## src/rtl/sample_fmt_pkg.sv

```systemverilog
// Package: shared format codes for the sample offset and format stage.
// Assumes a 2-bit format selector; both offset-binary codes are listed.
package sample_fmt_pkg;

    typedef enum logic [1:0] {
        FMT_OFSBIN_A = 2'b00,
        FMT_TWOS     = 2'b01,
        FMT_GRAY     = 2'b10,
        FMT_OFSBIN_B = 2'b11
    } fmt_e;

endpackage

```

## src/rtl/ofs_sat_add.sv

```systemverilog
// Module: ofs_sat_add
// Adds a sign-extended offset to a two's-complement sample and clamps the
// result to the sample width. Assumes OW < DW. Purely combinational.
module ofs_sat_add #(
    parameter int DW = 14,
    parameter int OW = 6
) (
    input  logic [DW-1:0] smp,
    input  logic [OW-1:0] ofs,
    output logic [DW-1:0] sum
);

    localparam logic [DW-1:0] POS_LIM = {1'b0, {(DW-1){1'b1}}};
    localparam logic [DW-1:0] NEG_LIM = {1'b1, {(DW-1){1'b0}}};

    logic [DW:0] wide;

    // One guard bit: sign-extend both operands and add.
    always_comb begin
        wide = {smp[DW-1], smp} + {{(DW+1-OW){ofs[OW-1]}}, ofs};
    end

    // Clamp when the guard bit disagrees with the result sign bit.
    always_comb begin
        if (wide[DW] != wide[DW-1]) begin
            sum = wide[DW] ? NEG_LIM : POS_LIM;
        end else begin
            sum = wide[DW-1:0];
        end
    end

endmodule

```

## src/rtl/fmt_conv.sv

```systemverilog
// Module: fmt_conv
// Optionally complements a two's-complement word, then recodes it as two's
// complement, offset binary or Gray code. Purely combinational.
module fmt_conv
    import sample_fmt_pkg::*;
#(
    parameter int DW = 14
) (
    input  logic [DW-1:0] val,
    input  logic          inv,
    input  logic [1:0]    fmt,
    output logic [DW-1:0] word
);

    logic [DW-1:0] pol;
    logic [DW-1:0] obin;
    logic [DW-1:0] gray;

    // Inversion is applied before any recoding.
    always_comb begin
        pol = inv ? ~val : val;
    end

    // Offset binary: flip the sign bit.
    always_comb begin
        obin = {~pol[DW-1], pol[DW-2:0]};
    end

    // Gray code bitwise from the offset-binary value.
    assign gray[DW-1] = obin[DW-1];
    for (genvar g = 0; g < DW-1; g++) begin : g_gray
        assign gray[g] = obin[g+1] ^ obin[g];
    end

    // Select the requested output format.
    always_comb begin
        unique case (fmt_e'(fmt))
            FMT_TWOS:     word = pol;
            FMT_GRAY:     word = gray;
            FMT_OFSBIN_A,
            FMT_OFSBIN_B: word = obin;
            default:      word = obin;
        endcase
    end

endmodule

```

## src/rtl/sample_fmt_stage.sv

```systemverilog
// Module: sample_fmt_stage
// Two-stage pipeline. The first edge captures the clamped offset sum together
// with the sample's controls. The second edge registers the inverted and
// formatted word, or a blank word when disable was set. Reset is synchronous
// and active low. All controls are sampled alongside the sample they affect.
module sample_fmt_stage
    import sample_fmt_pkg::*;
#(
    parameter int DW = 14,
    parameter int OW = 6
) (
    input  logic          clk,
    input  logic          rst_n,
    input  logic          in_vld,
    input  logic [DW-1:0] in_smp,
    input  logic [OW-1:0] ofs_lsb,
    input  logic [1:0]    fmt_sel,
    input  logic          inv_en,
    input  logic          out_dis,
    output logic [DW-1:0] out_word,
    output logic          out_vld
);

    logic [DW-1:0] sum_c;
    logic [DW-1:0] s1_sum;
    logic [1:0]    s1_fmt;
    logic          s1_inv;
    logic          s1_vld;
    logic          s1_dis;
    logic [DW-1:0] word_c;

    ofs_sat_add #(.DW(DW), .OW(OW)) u_add (
        .smp (in_smp),
        .ofs (ofs_lsb),
        .sum (sum_c)
    );

    // Stage 1: capture clamped sum and its controls on valid samples.
    always_ff @(posedge clk) begin
        if (!rst_n) begin
            s1_sum <= '0;
            s1_fmt <= FMT_TWOS;
            s1_inv <= 1'b0;
        end else if (in_vld) begin
            s1_sum <= sum_c;
            s1_fmt <= fmt_sel;
            s1_inv <= inv_en;
        end
    end

    // Stage 1: track valid and disable on every cycle.
    always_ff @(posedge clk) begin
        if (!rst_n) begin
            s1_vld <= 1'b0;
            s1_dis <= 1'b0;
        end else begin
            s1_vld <= in_vld;
            s1_dis <= out_dis;
        end
    end

    fmt_conv #(.DW(DW)) u_fmt (
        .val  (s1_sum),
        .inv  (s1_inv),
        .fmt  (s1_fmt),
        .word (word_c)
    );

    // Stage 2: register formatted word, blank when disabled, hold when idle.
    always_ff @(posedge clk) begin
        if (!rst_n) begin
            out_word <= '0;
            out_vld  <= 1'b0;
        end else if (s1_dis) begin
            out_word <= '0;
            out_vld  <= 1'b0;
        end else if (s1_vld) begin
            out_word <= word_c;
            out_vld  <= 1'b1;
        end else begin
            out_vld  <= 1'b0;
        end
    end

endmodule

```

## config.mk

```make
export PLATFORM = sky130hd
export DESIGN_NAME = sample_fmt_stage
export DESIGN_NICKNAME = d
export VERILOG_FILES = /design/src/rtl/sample_fmt_pkg.sv /design/src/rtl/ofs_sat_add.sv /design/src/rtl/fmt_conv.sv /design/src/rtl/sample_fmt_stage.sv
export SDC_FILE = /design/constraint.sdc
export NUM_CORES = 1
export LEC_CHECK = 0
export BUFFER_PORTS_ARGS = -buffer_cell sky130_fd_sc_hd__buf_2
export CAP_MARGIN = 0
export CORE_MARGIN = 2
export CORE_UTILIZATION = 52
export DETAILED_ROUTE_END_ITERATION = 8
export PLACE_DENSITY = 0.83
export SYNTH_ARGS = -nofsm -noshare
export SYNTH_HDL_FRONTEND = slang
export SYNTH_HIERARCHICAL = 1
export SYNTH_SLANG_ARGS = --single-unit
```

## constraint.sdc

```tcl
create_clock -name clk -period 2.53 [get_ports clk]
set_input_delay 0.253 -clock clk [delete_from_list [all_inputs] [get_ports clk]]
set_output_delay 0.253 -clock clk [all_outputs]
set_load 0.01 [all_outputs]
```

# Word-level counts from Yosys, hierarchy flattened
# Index checks and enable logic that the tools add are counted.
[totals]
register_bits = 34
wordCells = 36
output_inout_bits = 15
[classes]
n_eq_ne = 4
bitwise_logic = 16
n_mux = 5
n_reduce_logical = 3
addsub = 1
[ops]
columns = ["operator", "n"]
rows = [
  ["$mux 14", 3],
  ["$pmux 14 s3", 1],
  ["$add 14x6->15", 1],
  ["$not 14->14", 1],
  ["$xor 1x1->1", 13],
  ["$eq 2x2->1 const B", 2],
  ["$reduce_or 2->1", 2],
  ["$eq 2x1->1 const B", 1],
  ["$logic_not 2->1", 1],
  ["$not 1->1", 2],
  ["$mux 1", 1],
  ["$ne 1x1->1", 1],
]

# Logic depth before layout (Yosys ltp)
[depth]
word_depth = 5
depth_mapped = 12
depth_no_buf = 11

# Cells and area by module
# Netlist, hierarchy kept.
[modules_own_cells]
columns = ["module", "area_per_inst_um2", "cells_per_inst", "seq_area_each_um2", "n_inst"]
rows = [
  ["sample_fmt_stage", 1239.9, 108, 680.7, 1],
  ["ofs_sat_add", 1133.6, 165, 0.0, 1],
  ["fmt_conv", 432.9, 53, 0.0, 1],
]

# Least setup slack after synthesis
# No wires, ideal clock.
[synth_path]
path_type = "input to register"
from = "input in_smp[0]"
to = "register s1_sum[8]"
cell_stages = 11
t_required_ns = 2.414
arrival_time_ns = 2.426
n_path_buf = 1
setup_slack_ns = -0.012
path_cell_list = "ha_1 -> fa_1 -> a21o_1 -> a2111o_1 -> nand2_1 -> and3_1 -> clkbuf_1 -> a211oi_1 -> a211o_1 -> mux2i_1 -> nor2b_1"
[synth_between]
elab_chain_len = 3
elab_cells_between_ends = 4
classes_between = "add/sub: 1; eq/ne: 1; mux: 2"
[synth_lines]
columns = ["item", "line_no", "text"]
rows = [
  ["from (decl)", "sample_fmt_stage.sv:15", "input logic [DW-1:0] in_smp,"],
  ["$add 14x6->15 *", "ofs_sat_add.sv:20", "wide = {smp[DW-1], smp} + {{(DW+1-OW){ofs[OW-1]}}, ofs};"],
  ["$mux 14 or $ne 1x1->1 (tied branches)", "ofs_sat_add.sv:26, ofs_sat_add.sv:25", ""],
  ["$mux 14 *", "ofs_sat_add.sv:25", "if (wide[DW] != wide[DW-1]) begin"],
  ["via sum_c[8]", "sample_fmt_stage.sv:24", "logic [DW-1:0] sum_c;"],
  ["to (signal assigned)", "sample_fmt_stage.sv:45", "s1_sum <= sum_c;"],
  ["to (decl)", "sample_fmt_stage.sv:25", "logic [DW-1:0] s1_sum;"],
]
# Mark *: on every way through the listed nets, which the timed path passes. The rest lies on a longest branch.
# A chain may end at the register's enable or synchronous reset.

# Final worst setup path
[layout_path]
from = "input ofs_lsb[5]"
to = "register s1_sum[4]"
[layout_between]
elab_chain_len = 3
elab_cells_between_ends = 4
classes_between = "add/sub: 1; eq/ne: 1; mux: 2"
[layout_lines]
columns = ["item", "line_no", "text"]
rows = [
  ["from (decl)", "sample_fmt_stage.sv:16", "input logic [OW-1:0] ofs_lsb,"],
  ["$add 14x6->15 *", "ofs_sat_add.sv:20", ""],
  ["$mux 14 or $ne 1x1->1 (tied branches)", "ofs_sat_add.sv:26, ofs_sat_add.sv:25", ""],
  ["$mux 14 *", "ofs_sat_add.sv:25", ""],
  ["via sum_c[4]", "sample_fmt_stage.sv:24", ""],
]
# Marks and branches as above.

==> metrics <==
register share of total power 0.368; Final Hold Viols 0; Worst slew margin 0.484; GR Util All Layers 0.209; P_leak 1.47 nW; setup tns final 0 ns; hpwl dp ~4.9 mm; routed via count 2562; GP Congestion about 0.95; synth cell count leaders 34 x dfxtp_1, 34 x nor2_1, 33 x mux2i_1, 32 x xnor2_1, 19 x a21oi_1; # fillers roughly 430; Setup-failing EPs final 0; CP endpoint s1_sum[4]$_SDFFE_PN0P_; Max Fanout on Critical Path 10; RSZ-0062 raised after global routing yes; R2R Path Start s1_fmt[0]$_SDFFE_PN1P_; CP Capture Type flop; most common flop cell mapped by yosys dfxtp_1; synth warn 6; Die Area between 6000 and 7000 um2; TritonCTS clock tree done; sequential fraction of the synthesis area 0.243; Sw Pwr between 0.5 and 0.6 mW; Final nets roughly 440; Synth Net Count between 300 and 400; hold slack 0.184 ns; GR Overflow Total 0; Post-route DRC 0; worst skew pair latency just under 0.3 ns; Comb pwr share 0.400; reg-to-reg slack, setup around 0.87 ns; core region area 5170 um2; fin crit share 0.973; port bufs 41; Max Cap Viol 0; Final Max Slew Viols 0; Root Buffer clkbuf_8; die width roughly 77 um; pin count of the biggest net entering global routing 30; # IOs 42; Critical Path Source ofs_lsb[5]; Die Y just under 80 um; number of diodes 0; power density cells a little over 500 nW/um2; WP data required roughly 2.8 ns; WL/cell 13.2 um; area of the multi-input gates 1970 um2; Site Rows 26; clock tree sinks 34; worst IR drop on VDD between 0.2 and 0.3 mV; Synth Register Bits 34; H-tree level count 2; number of global-route vias before repair 2416; biggest area consumer among synthesized cells dfxtp_1; status finished, final reports clean; Post-DRT Antenna Nets 0; placed cell count 453; clock buffer depth 2; Clk pwr share 0.232; share of the synthesized area in the top cell type 0.243; Hold Crit Class primary input to flop; CTS buffer count 5; Initial DRC Count 89; post-layout minimum cycle time between 2 and 2.5 ns; switching portion of total power 0.334; r2r endpoint out_word[11]$_SDFFE_PP0P_; Non-Filler Instances around 460; clk_skew approximately 0.0028 ns; Arr. time, crit path between 2 and 3 ns; synth-to-layout area growth 19.3%; Reg area ~680 um2; Max Clock Freq between 400 and 500 MHz; FF-to-FF path depth 6; Netlist cell types 52; drt first pass iters 4; Synth async-reset ratio 0; worst setup path category primary input to flop; antenna violations before repair 0; Starting Density 0.543; EDFF count, synth 0; Avg Cell Area, Syn between 8 and 9 um2; Critical Path Start Type primary input; slew at the pin closest to its max-slew limit between 0.7 and 0.8 ns; layout cell share with drive strength beyond 1 0.263; cells after synthesis between 300 and 400; Int Power around 1.2 mW; Via density 5.55; CTS clk-pin slew, worst paths 0.06 ns; top post-synthesis cells by area dfxtp_1 24%, mux2i_1 12%, xnor2_1 10%; first-pass GRT wire length around 10 mm; final WL 6.12 mm; Post-Syn Area 2810 um2
## how the worst min path moves through the flow
stage / startpoint / endpoint / slack, ns / cells past startpoint
final: out_dis / s1_dis$_SDFF_PN0_ / 0.18 / 2
after detailed placement: out_word[5]$_SDFFE_PP0P_ / out_word[5]$_SDFFE_PP0P_ / 0.48 / 2
after CTS: out_dis / s1_dis$_SDFF_PN0_ / 0.18 / 2
after global placement: out_dis / s1_dis$_SDFF_PN0_ / 0.46 / 2
after floorplan: out_dis / s1_dis$_SDFF_PN0_ / 0.38 / 1
after global routing: out_dis / s1_dis$_SDFF_PN0_ / 0.18 / 2
## what timing repair did
item | 4_1_cts | 5_1_grt
resized for setup | 0 | 7
hold buffers | 0 | 0
endpoints found under the setup margin | 0 | 12
setup buffers | 0 | 1
## critical path: stages
cell and delay, ns:
buf_2 0.14, ha_1 0.34, a2111oi_4 0.33, o21ai_1 0.14, a31o_1 0.27, a221oi_4 0.36
and2_2 0.25, buf_12 0.13, o21ai_1 0.07, o211ai_1 0.12, mux2i_1 0.12, nor2b_1 0.15
## cell families after synthesis
| logic type | count (synthesis) | share of synthesized area |
|---|---|---|
| buf+inv | 25 | 0.0651 |
| simple gates | 96 | 0.174 |
| flops | 34 | 0.243 |
| compound gates | 85 | 0.210 |
| fa+ha+maj | 17 | 0.0785 |
| mux | 33 | 0.118 |
| xor+xnor | 36 | 0.112 |
## cell usage in the layout, fill, tap and decap left out, drive strengths merged, types with 2 or more instances in the layout
| cell type | netlist | layout |
|---|---|---|
| o22ai | 13 | 13 |
| inv | 4 | 4 |
| mux2i | 33 | 33 |
| a21o | 3 | 3 |
| a21oi | 19 | 19 |
| xnor2 | 32 | 32 |
| o21bai | 3 | 3 |
| nor2b | 18 | 18 |
| dfxtp | 34 | 34 |
| clkbuf | 6 | 7 |
| nand2 | 17 | 17 |
| o211ai | 10 | 10 |
| nor3 | 2 | 2 |
| ha | 16 | 16 |
| nand3 | 5 | 5 |
| o21ai | 17 | 17 |
| a211oi | 2 | 2 |
| xor2 | 4 | 4 |
| a211o | 2 | 2 |
| and2 | 8 | 8 |
| a21boi | 2 | 2 |
| and3 | 3 | 3 |
| a221oi | 2 | 2 |
| a31o | 2 | 2 |
| nand2b | 4 | 4 |
| nor2 | 35 | 35 |
| buf | 15 | 79 |
## stage by stage
step | total power [mW] | util | cell area [um2] | setup slack [ns]
2_1_floorplan | 1.14 | - | 2810 | 0.0512
3_3_place_gp | 1.30 | 0.623 | 3220 | -0.217
3_5_place_dp | 1.32 | 0.623 | 3220 | -0.274
4_1_cts | 1.73 | 0.641 | 3310 | 0.0197
5_1_grt | 1.84 | 0.648 | 3350 | -0.0468
6_report | 1.73 | 0.648 | 3350 | 0.0673
## layout make-up
type	count	share of cell area
inverters	4	0.00448
repair buffers	79	0.151
flip-flops and latches	34	0.203
clock buffers	7	0.0258
well taps	70	0.0261
multi-input cells	267	0.588
clock inverters	1	0.00149
## sequential cells by signal (all words and copies together) (netlist names)
signal / flops
s1_sum: 14
s1_fmt: 2
out_word: 14
s1_inv: 1
out_vld: 1
s1_dis: 1
s1_vld: 1
## power by group through the flow
stage | clock network, mW | logic [mW] | registers [mW]
4_1_cts | 0.411 | 0.676 | 0.639
2_1_floorplan | 0 | 0.511 | 0.633
6_report | 0.402 | 0.692 | 0.638
3_5_place_dp | 0 | 0.671 | 0.651
5_1_grt | 0.434 | 0.761 | 0.646
3_3_place_gp | 0 | 0.650 | 0.647
## layer usage
layer / vias up / wire length, um / track usage
met4: 0 / 90 / 0.0696
li1: 1294 / - / -
met3: 8 / 264 / 0.0337
met1: 1188 / 2670 / 0.243
met2: 72 / 3090 / 0.387
met5: - / 0 / 0
Note: power is estimated with default switching activity, not from simulation.
